`src/rtl/supv_pkg.sv`:
```
package supv_pkg;

    // Causes that can hold or start a reset
    typedef struct packed {
        logic supply_low;   // level cause
        logic button;       // level cause
        logic wdog;         // pulse cause
    } cause_t;

    function automatic logic any_cause(input cause_t c);
        return c.supply_low | c.button | c.wdog;
    endfunction

    function automatic int cnt_width(input int ticks);
        return (ticks < 1) ? 1 : $clog2(ticks + 1);
    endfunction

endpackage

```
`src/rtl/supv_cause_merge.sv`:
```
module supv_cause_merge
    import supv_pkg::*;
(
    input  logic   supply_ok,
    input  logic   wdt_timeout,
    input  logic   pb_active,
    output cause_t causes,
    output logic   cause_any
);
    always_comb begin
        causes.supply_low = ~supply_ok;
        causes.button     = pb_active;
        causes.wdog       = wdt_timeout;
        cause_any         = any_cause(causes);
    end
endmodule

```
`src/rtl/supv_stretch_counter.sv`:
```
module supv_stretch_counter
    import supv_pkg::*;
#(
    parameter int STRETCH_TICKS = 610
) (
    input  logic clk,
    input  logic srst,
    input  logic tick,
    input  logic load,
    output logic hold_req
);
    localparam int CNT_W = cnt_width(STRETCH_TICKS);
    localparam logic [CNT_W-1:0] RELOAD = CNT_W'(STRETCH_TICKS);

    logic [CNT_W-1:0] cnt_q;
    logic [CNT_W-1:0] cnt_nxt;

    always_comb begin
        cnt_nxt = cnt_q;
        if (load)
            cnt_nxt = RELOAD;
        else if (tick && cnt_q != '0)
            cnt_nxt = cnt_q - 1'b1;
    end

    always_ff @(posedge clk) begin
        if (srst)
            cnt_q <= RELOAD;
        else
            cnt_q <= cnt_nxt;
    end

    // Reset is requested while the updated count is non-zero
    assign hold_req = (cnt_nxt != '0) | srst;


    reload_full_chk: assert property (@(posedge clk) disable iff (srst)
        load |=> cnt_q == RELOAD);


    hold_without_tick_chk: assert property (@(posedge clk) disable iff (srst)
        (!tick && !load) |=> $stable(cnt_q));
endmodule

```
`src/rtl/supv_reset_drive.sv`:
```
module supv_reset_drive (
    input  logic clk,
    input  logic srst,
    input  logic req,
    output logic rst_hi,
    output logic pull_lo_en,
    output logic status
);
    logic hi_q;
    logic lo_q;

    // Separate flops per output, as at two pads
    always_ff @(posedge clk) begin
        if (srst) begin
            hi_q <= 1'b1;
            lo_q <= 1'b1;
        end else begin
            hi_q <= req;
            lo_q <= req;
        end
    end

    assign rst_hi     = hi_q;
    assign pull_lo_en = lo_q;
    assign status     = hi_q;


    polarity_pair_chk: assert property (@(posedge clk) disable iff (srst)
        hi_q == lo_q);
endmodule

```
`src/rtl/supv_reset_gen.sv`:
```
module supv_reset_gen
    import supv_pkg::*;
#(
    parameter int STRETCH_TICKS = 610
) (
    input  logic clk,
    input  logic srst,
    input  logic ms_tick,
    input  logic supply_ok,
    input  logic wdt_timeout,
    input  logic pb_active,
    output logic rst,
    output logic rst_n_pull_low,
    output logic reset_active
);
    cause_t causes;
    logic   cause_any;
    logic   hold_req;

    supv_cause_merge u_merge (
        .supply_ok   (supply_ok),
        .wdt_timeout (wdt_timeout),
        .pb_active   (pb_active),
        .causes      (causes),
        .cause_any   (cause_any)
    );

    supv_stretch_counter #(
        .STRETCH_TICKS (STRETCH_TICKS)
    ) u_stretch (
        .clk      (clk),
        .srst     (srst),
        .tick     (ms_tick),
        .load     (cause_any),
        .hold_req (hold_req)
    );

    supv_reset_drive u_drive (
        .clk        (clk),
        .srst       (srst),
        .req        (hold_req),
        .rst_hi     (rst),
        .pull_lo_en (rst_n_pull_low),
        .status     (reset_active)
    );


    supply_detect_chk: assert property (@(posedge clk) disable iff (srst)
        causes.supply_low |=> rst);


    wdog_assert_chk: assert property (@(posedge clk) disable iff (srst)
        wdt_timeout |=> rst);


    button_hold_chk: assert property (@(posedge clk) disable iff (srst)
        pb_active |=> rst);


    no_early_release_chk: assert property (@(posedge clk) disable iff (srst)
        (rst && !ms_tick) |=> rst);
endmodule

```
`config.mk`:
```
export PLATFORM = sky130hd
export DESIGN_NAME = supv_reset_gen
export DESIGN_NICKNAME = d
export VERILOG_FILES = /design/src/rtl/supv_pkg.sv /design/src/rtl/supv_cause_merge.sv /design/src/rtl/supv_stretch_counter.sv /design/src/rtl/supv_reset_drive.sv /design/src/rtl/supv_reset_gen.sv
export SDC_FILE = /design/constraint.sdc
export NUM_CORES = 1
export LEC_CHECK = 0
export CAP_MARGIN = 20
export CORE_UTILIZATION = 35
export DETAILED_ROUTE_END_ITERATION = 8
export PLACE_DENSITY_LB_ADDON = 0.08
export SYNTH_ARGS = -nofsm -noshare
export SYNTH_HDL_FRONTEND = slang
export SYNTH_HIERARCHICAL = 1
export SYNTH_SLANG_ARGS = --single-unit
```
`constraint.sdc`:
```
create_clock -name clk -period 3.5 [get_ports clk]
set_clock_uncertainty 0.15 [all_clocks]
set_input_delay 0.875 -clock clk [delete_from_list [all_inputs] [get_ports clk]]
set_output_delay 0.875 -clock clk [all_outputs]
set_load 0.1 [all_outputs]
```
After elaboration in Yosys (flattened, before gate mapping)
Cells that the tools add are included.

Bitwise logic cells: 4. Multiplexer cells: 2. Add/subtract/negate cells: 1. Reduce and logical (&&, ||, !) cells: 3.

Operator list (count): 10-bit two-way mux (2); 10-bit nonzero test (2); 10-bit by 1-bit subtractor with 10-bit output, second input constant (1); 1-bit bitwise OR (3); 1-bit logical AND (1); 1-bit inverter (1).

Word-level logic and storage cells: 12. Register bits: 11.

Depth between registers and ports, before layout
Gate-level depths: netlist of the first run.

Depth after elaboration: 6. Mapped depth: 8. Depth with buffers taken out: 8.

Cells and area by module
The synthesis of the first run kept the hierarchy.

Modules (own cells, without submodules): supv_stretch_counter (area each 608.1 um^2, cells an instance 74, times used 1); supv_reset_drive (area each 41.3 um^2, cells an instance 4, times used 1); supv_cause_merge (area each 27.5 um^2, cells an instance 4, times used 1).

Worst setup path after synthesis of the first run
No wires, ideal clock.

Path type: in2reg. Start: in ms_tick. End: reg u_drive.lo_q (netlist: u_drive/pull_lo_en). Stages: 6. Arrival: 2.670 ns. Path slack: 0.560 ns. Path buffers: 0. Setup time: 0.120 ns. Cells stage by stage: or4b_1 or4_4 nand2_1 nand4bb_1 or4_1 or2_1.

Cells in the longest elaborated chain, start to end: 5.

Ends and longest elaborated chain: start: declaration (line supv_reset_gen.sv:8) `input logic ms_tick,`; 1-bit logical AND (line supv_stretch_counter.sv:22) `else if (tick && cnt_q != '0)`; 10-bit two-way mux (line supv_stretch_counter.sv:22); 10-bit two-way mux (line supv_stretch_counter.sv:20) `if (load)`; 10-bit nonzero test (line supv_stretch_counter.sv:34) `assign hold_req = (cnt_nxt != '0) | srst;`; 1-bit bitwise OR (line supv_stretch_counter.sv:34); named net hold_req (line supv_reset_gen.sv:18) `logic hold_req;`; end signal: assignment (line supv_reset_drive.sv:19) `lo_q <= req;`; end: declaration (line supv_reset_drive.sv:10) `logic lo_q;`.

The timed path passes the listed nets, and every way through them passes these cells. A chain may end at the register's enable or synchronous reset.

Worst setup path in the final report of the first run
Ends and elaborated chain as after synthesis.

==> results.md, run 1 <==
- Hold path start: u_stretch/cnt_q[1]$_SDFF_PP1_
- Synthesis Warnings: 6
- Clock root buffer: clkbuf_4
- Fin cells: 116
- # IOs: 9
- Worst Max-Slew Pin Slew: 0.668 ns
- CTS tree: yes
- Remaining antenna violation count: 0
- CP required: 3.51 ns
- FF-to-FF setup slack: 0.91 ns
- Syn_area_per_cell: 8.33 sq um
- Post-CTS Resized: 0
- Outcome: complete, no violations
- Hold Crit Class: register to register
- Starting density of the core: 37.7%
- Routed via count: 616
- Clk slew on worst S/H paths: 0.07 ns
- Max-slew violation count: 0
- Synthesis-to-finish area growth: 19.4%
- Initial antenna violation count: 0
- Die height: 45.4 um
- Fill count: 187
- # hold bufs at CTS: 0
- Gpl congestion: 0.785
- Leak: 0.254 nW
- Setup Viol. Count Final: 0
- RR Endpoint: u_drive/pull_lo_en$_SDFF_PP1_
- CTS Buf Count: 3
- Die width: 45.4 um
- Gr ovfl total: 0
- H-tree levels: 1
- Die area: 0.00206 sq mm
- Std cell rows: 15
- Worst r2r path cells: 6
- Largest net degree at the start of global routing: 11
- Drt drc: 0
- Max FO, Critical Path: 4
- Starting DRT DRC Count: 21
- Peak VDD IR: 154 uV
- Total iterations of the first detailed-routing run: 4
- GRT Total Usage: 15.8%
- Final Cycle Share: 91.1%
- CP startpoint: ms_tick
- Setup crit end kind: register
- Post-synth net total: 86
- Critical Path AT: 3.20 ns
- Number of global-route vias before repair: 490
- Skew-Pair Late Insertion Delay: 0.27 ns
- IO buf count: 8
- Critical R2R Launch: u_stretch/cnt_q[6]$_SDFF_PP1_
- Hpwl dp: 1120 um
- Via density per instance: 5.31
- WL/cell: 12.4 um
- Clk sink count: 11
- Final hold violation count: 0
- Max-cap violations: 0
- Core footprint: 0.00175 sq mm
- Final net count: 99
- Fmax achieved: 314 MHz
- Clock Path Buffers: 2
- Layout cells sized above 1: 16.5%
- Critical Path Source Type: input pin
- Mapped cell area: 658 sq um
- Worst Setup EP: u_drive/pull_lo_en$_SDFF_PP1_
- Slew HR: 54.8%
- Post-CTS Setup Bufs: 0
- PD cells: 291 mW/mm^2
- Placed Cells: 112
- Total negative slack: 0 ns
- Mapped Cells: 79
- Crit Path Category: input pin to register
- Post-layout min period: 3.19 ns
- Unrepaired setup endpoints after global routing: false
- Global-route wire length before repair: 2190 um
- Final WL: 1440 um
- Antenna diodes: 0
==> power by group <==
| part | internal (W) | switching, W | total [W] | leakage [nW] |
|---|---|---|---|---|
| clock | 0.0000441 | 0.0000425 | 0.0000866 | 0.0150 |
| sequential | 0.000126 | 0.000000512 | 0.000126 | 0.0889 |
| combinational | 0.00000967 | 0.00000656 | 0.0000162 | 0.150 |
==> per-layer routing <==
metal / global-route usage (%) / vias up / part of all wire [%]
li1: - / 321 / -
met1: 19.7 / 276 / 47
met2: 24.1 / 17 / 44
met3: 7.20 / 2 / 8.8
met4: 5.45 / 0 / 0.84
met5: 0 / - / 0
==> layout by cell type (no fill, tap or decap), types with 3 or more instances in the layout <==
master	n
nor2_1	8
a21oi_1	4
clkbuf_4	3
nor3_1	6
clkdlybuf4s50_1	5
nand2_1	7
dfxtp_1	11
inv_1	3
buf_4	7
==> registers in the layout, indices dropped and copies added (netlist names) <==
register            cells
u_stretch/cnt_q        10
u_drive/pull_lo_en      1
==> stage by stage <==
stage	setup WS (ns)	total power (W)	hold slack (ns)	util (%)	instance area (sq um)
finish	0.312	0.000229	0.374	45.0	786
global route	0.209	0.000239	0.425	45.0	786
CTS	0.308	0.000233	0.377	45.0	786
detailed placement	0.0203	0.000145	0.367	43.5	759
global placement	0.0485	0.000145	0.359	43.5	759
floorplan	0.560	0.000136	0.328	-	658
==> cell type report <==
cell class	count	area [sq um]	share of cell area (%)
Multi-Input combinational cell	61	394	50.2
Inverter	3	11.3	1.43
Clock buffer	4	26.3	3.34
Tap cell	25	31.3	3.98
Sequential cell	11	220	28.0
Timing Repair Buffer	12	103	13.1
==> how the worst min path moves through the flow <==
stage,cells after the start,slack (ns),end
6_report,2,0.37,u_stretch/cnt_q[1]$_SDFF_PP1_
5_1_grt,2,0.43,u_stretch/cnt_q[1]$_SDFF_PP1_
4_1_cts,2,0.38,u_stretch/cnt_q[1]$_SDFF_PP1_
3_5_place_dp,2,0.37,u_stretch/cnt_q[1]$_SDFF_PP1_
3_3_place_gp,2,0.36,u_stretch/cnt_q[1]$_SDFF_PP1_
2_1_floorplan,2,0.33,u_stretch/cnt_q[1]$_SDFF_PP1_
==> worst max-delay path: stages <==
cell             delay, ns
clkdlybuf4s50_1       0.46
or4b_1                0.52
or4_4                 0.45
nand2_1               0.08
nand4bb_1             0.09
or4_1                 0.49
or2_1                 0.23
Note: power is estimated with default switching activity, not from simulation.
==> run 2, diff against run 1 <==
--- a/config.mk
+++ b/config.mk
@@ -5,8 +5,7 @@
 export SDC_FILE = /design/constraint.sdc
 export NUM_CORES = 1
 export LEC_CHECK = 0
-export CAP_MARGIN = 20
-export CORE_UTILIZATION = 35
+export CORE_UTILIZATION = 51
 export DETAILED_ROUTE_END_ITERATION = 8
 export PLACE_DENSITY_LB_ADDON = 0.08
 export SYNTH_ARGS = -nofsm -noshare
==> run 2 against run 1 <==
Effect of this change:
- wire length fell by 3.2%
- register-to-register slack barely moved
- cell area fell by 2.7%
==> results.md, run 2 (synthesis gave the netlist of run 1 again) <==
- Unrepaired setup endpoints after global routing: false
- Max FO, Critical Path: 4
- Max reg flops: 10
- Critical Path Source Type: input pin
- Starting density of the core: 56.9%
- Die width: 37.9 um
- Total iterations of the first detailed-routing run: 4
- H-tree levels: 1
- RR Endpoint: u_drive/pull_lo_en$_SDFF_PP1_
- Std cell rows: 12
- Most common cell after layout, fill and taps aside: dfxtp_1
- Peak VDD IR: 190 uV
- Register area: 220 sq um
- Clk sink count: 11
- Setup Viol. Count Final: 0
- WL/cell: 13.4 um
- Skew-Pair Late Insertion Delay: 0.27 ns
- Post-CTS Setup Bufs: 0
- Hpwl dp: 1050 um
- Number of global-route vias before repair: 521
- Remaining antenna violation count: 0
- Die height: 37.9 um
- Synthesis-to-finish area growth: 16.2%
- Total negative slack: 0 ns
- Die area: 0.00144 sq mm
- CP required: 3.52 ns
- Clock root buffer: clkbuf_4
- Leak: 0.250 nW
- Drt drc: 0
- Global-route wire length before repair: 2130 um
- Area of the multi-input gates: 394 sq um
- IO buf count: 8
- # hold bufs at CTS: 0
- Met1 Track Usage GR: 25.3%
- Layout cells sized above 1: 15.6%
- GRT Total Usage: 22.4%
- Min Hold Slack: 0.373 ns
- Worst r2r path cells: 6
- FF-to-FF setup slack: 0.91 ns
- Core footprint: 0.00116 sq mm
- Outcome: complete, no violations
- Critical Path AT: 3.23 ns
- Gpl congestion: 0.856
- Final net count: 98
- Commonest cells after routing, fill and taps aside: 11 x dfxtp_1, 8 x nor2_1, 7 x nand2_1
- Max-cap violations: 0
- Setup crit end kind: register
- Final WL: 1390 um
- PD cells: 300 mW/mm^2
- Crit Path Category: input pin to register
- Final hold violation count: 0
- Slew HR: 66.7%
- Util after Layout: 66.1%
- Fill count: 105
- Hold Crit Class: register to register
- Fmax achieved: 312 MHz
- GR Util met2: 36.6%
- GR Layer Usage met3: 10.5%
- Worst Max-Slew Pin Slew: 0.493 ns
- CTS tree: yes
- Post-CTS Resized: 0
- Worst Setup EP: u_drive/pull_lo_en$_SDFF_PP1_
- Post-layout min period: 3.21 ns
- Largest net degree at the start of global routing: 11
- Gr ovfl total: 0
- Critical R2R Launch: u_stretch/cnt_q[4]$_SDFF_PP0_
- Setup ws final: 0.290 ns
- Clock Path Buffers: 2
- Final Cycle Share: 91.7%
- CTS Buf Count: 3
- Top Usage Layer GRT: met2
- Routed via count: 613
- Initial antenna violation count: 0
- Clk slew on worst S/H paths: 0.07 ns
- Max-slew violation count: 0
- Pre-CTS worst setup slack: 0.00548 ns
- Starting DRT DRC Count: 7
- Via density per instance: 5.89
- Biggest register: u_stretch/cnt_q
- # IOs: 9
- Antenna diodes: 0
- CP startpoint: ms_tick
## run 2: cell type report
type	instances	share of cell area (%)
Clock buffer	4	3.44
Timing Repair Buffer	11	12.4
Multi-Input combinational cell	61	51.6
Tap cell	14	2.29
Inverter	3	1.47
Sequential cell	11	28.8
## run 2: worst min path at each step
stage,startpoint,end,slack (ns),depth (start not counted)
floorplan,u_stretch/cnt_q[1]$_SDFF_PP1_,u_stretch/cnt_q[1]$_SDFF_PP1_,0.33,2
global placement,u_stretch/cnt_q[1]$_SDFF_PP1_,u_stretch/cnt_q[1]$_SDFF_PP1_,0.36,2
detailed placement,u_stretch/cnt_q[1]$_SDFF_PP1_,u_stretch/cnt_q[1]$_SDFF_PP1_,0.37,2
CTS,u_stretch/cnt_q[1]$_SDFF_PP1_,u_stretch/cnt_q[1]$_SDFF_PP1_,0.38,2
global route,u_stretch/cnt_q[1]$_SDFF_PP1_,u_stretch/cnt_q[1]$_SDFF_PP1_,0.41,2
finish,u_stretch/cnt_q[1]$_SDFF_PP1_,u_stretch/cnt_q[1]$_SDFF_PP1_,0.37,2
## run 2: per-layer routing
| metal | routed length [um] | up-vias | share of wire, % |
|---|---|---|---|
| li1 | - | 316 | - |
| met1 | 673 | 287 | 48 |
| met2 | 648 | 8 | 47 |
| met3 | 56 | 2 | 4.0 |
| met4 | 11 | 0 | 0.79 |
| met5 | 0 | - | 0 |
## run 2: power by group
group	internal [W]	switching [W]	total, W
sequential	0.000126	0.000000474	0.000126
combinational	0.00000952	0.00000656	0.0000161
clock	0.0000442	0.0000432	0.0000875
## run 2: worst max-delay path, stage by stage
cell             delay, ns
clkdlybuf4s50_1       0.48
or4b_1                0.53
or4_4                 0.46
nand2_1               0.08
nand4bb_1             0.09
or4_1                 0.49
or2_1                 0.23
## run 2: stage by stage
step / total power, W / instances / area, sq um
after CTS: 0.000232 / 104 / 764
after global placement: 0.000145 / 100 / 738
after floorplan: 0.000136 / 79 / 658
after detailed placement: 0.000145 / 100 / 738
final: 0.000230 / 104 / 764
after global routing: 0.000238 / 104 / 764
==> run 3, diff against run 2 <==
--- a/config.mk
+++ b/config.mk
@@ -7,7 +7,10 @@
 export LEC_CHECK = 0
 export CORE_UTILIZATION = 51
 export DETAILED_ROUTE_END_ITERATION = 8
+export HOLD_SLACK_MARGIN = 0.12
 export PLACE_DENSITY_LB_ADDON = 0.08
+export SETUP_SLACK_MARGIN = 0.02
+export SLEW_MARGIN = 40
 export SYNTH_ARGS = -nofsm -noshare
 export SYNTH_HDL_FRONTEND = slang
 export SYNTH_HIERARCHICAL = 1
==> results of run 3 <==
Same layout as run 2: the final DEF is identical, and so are final timing and power.
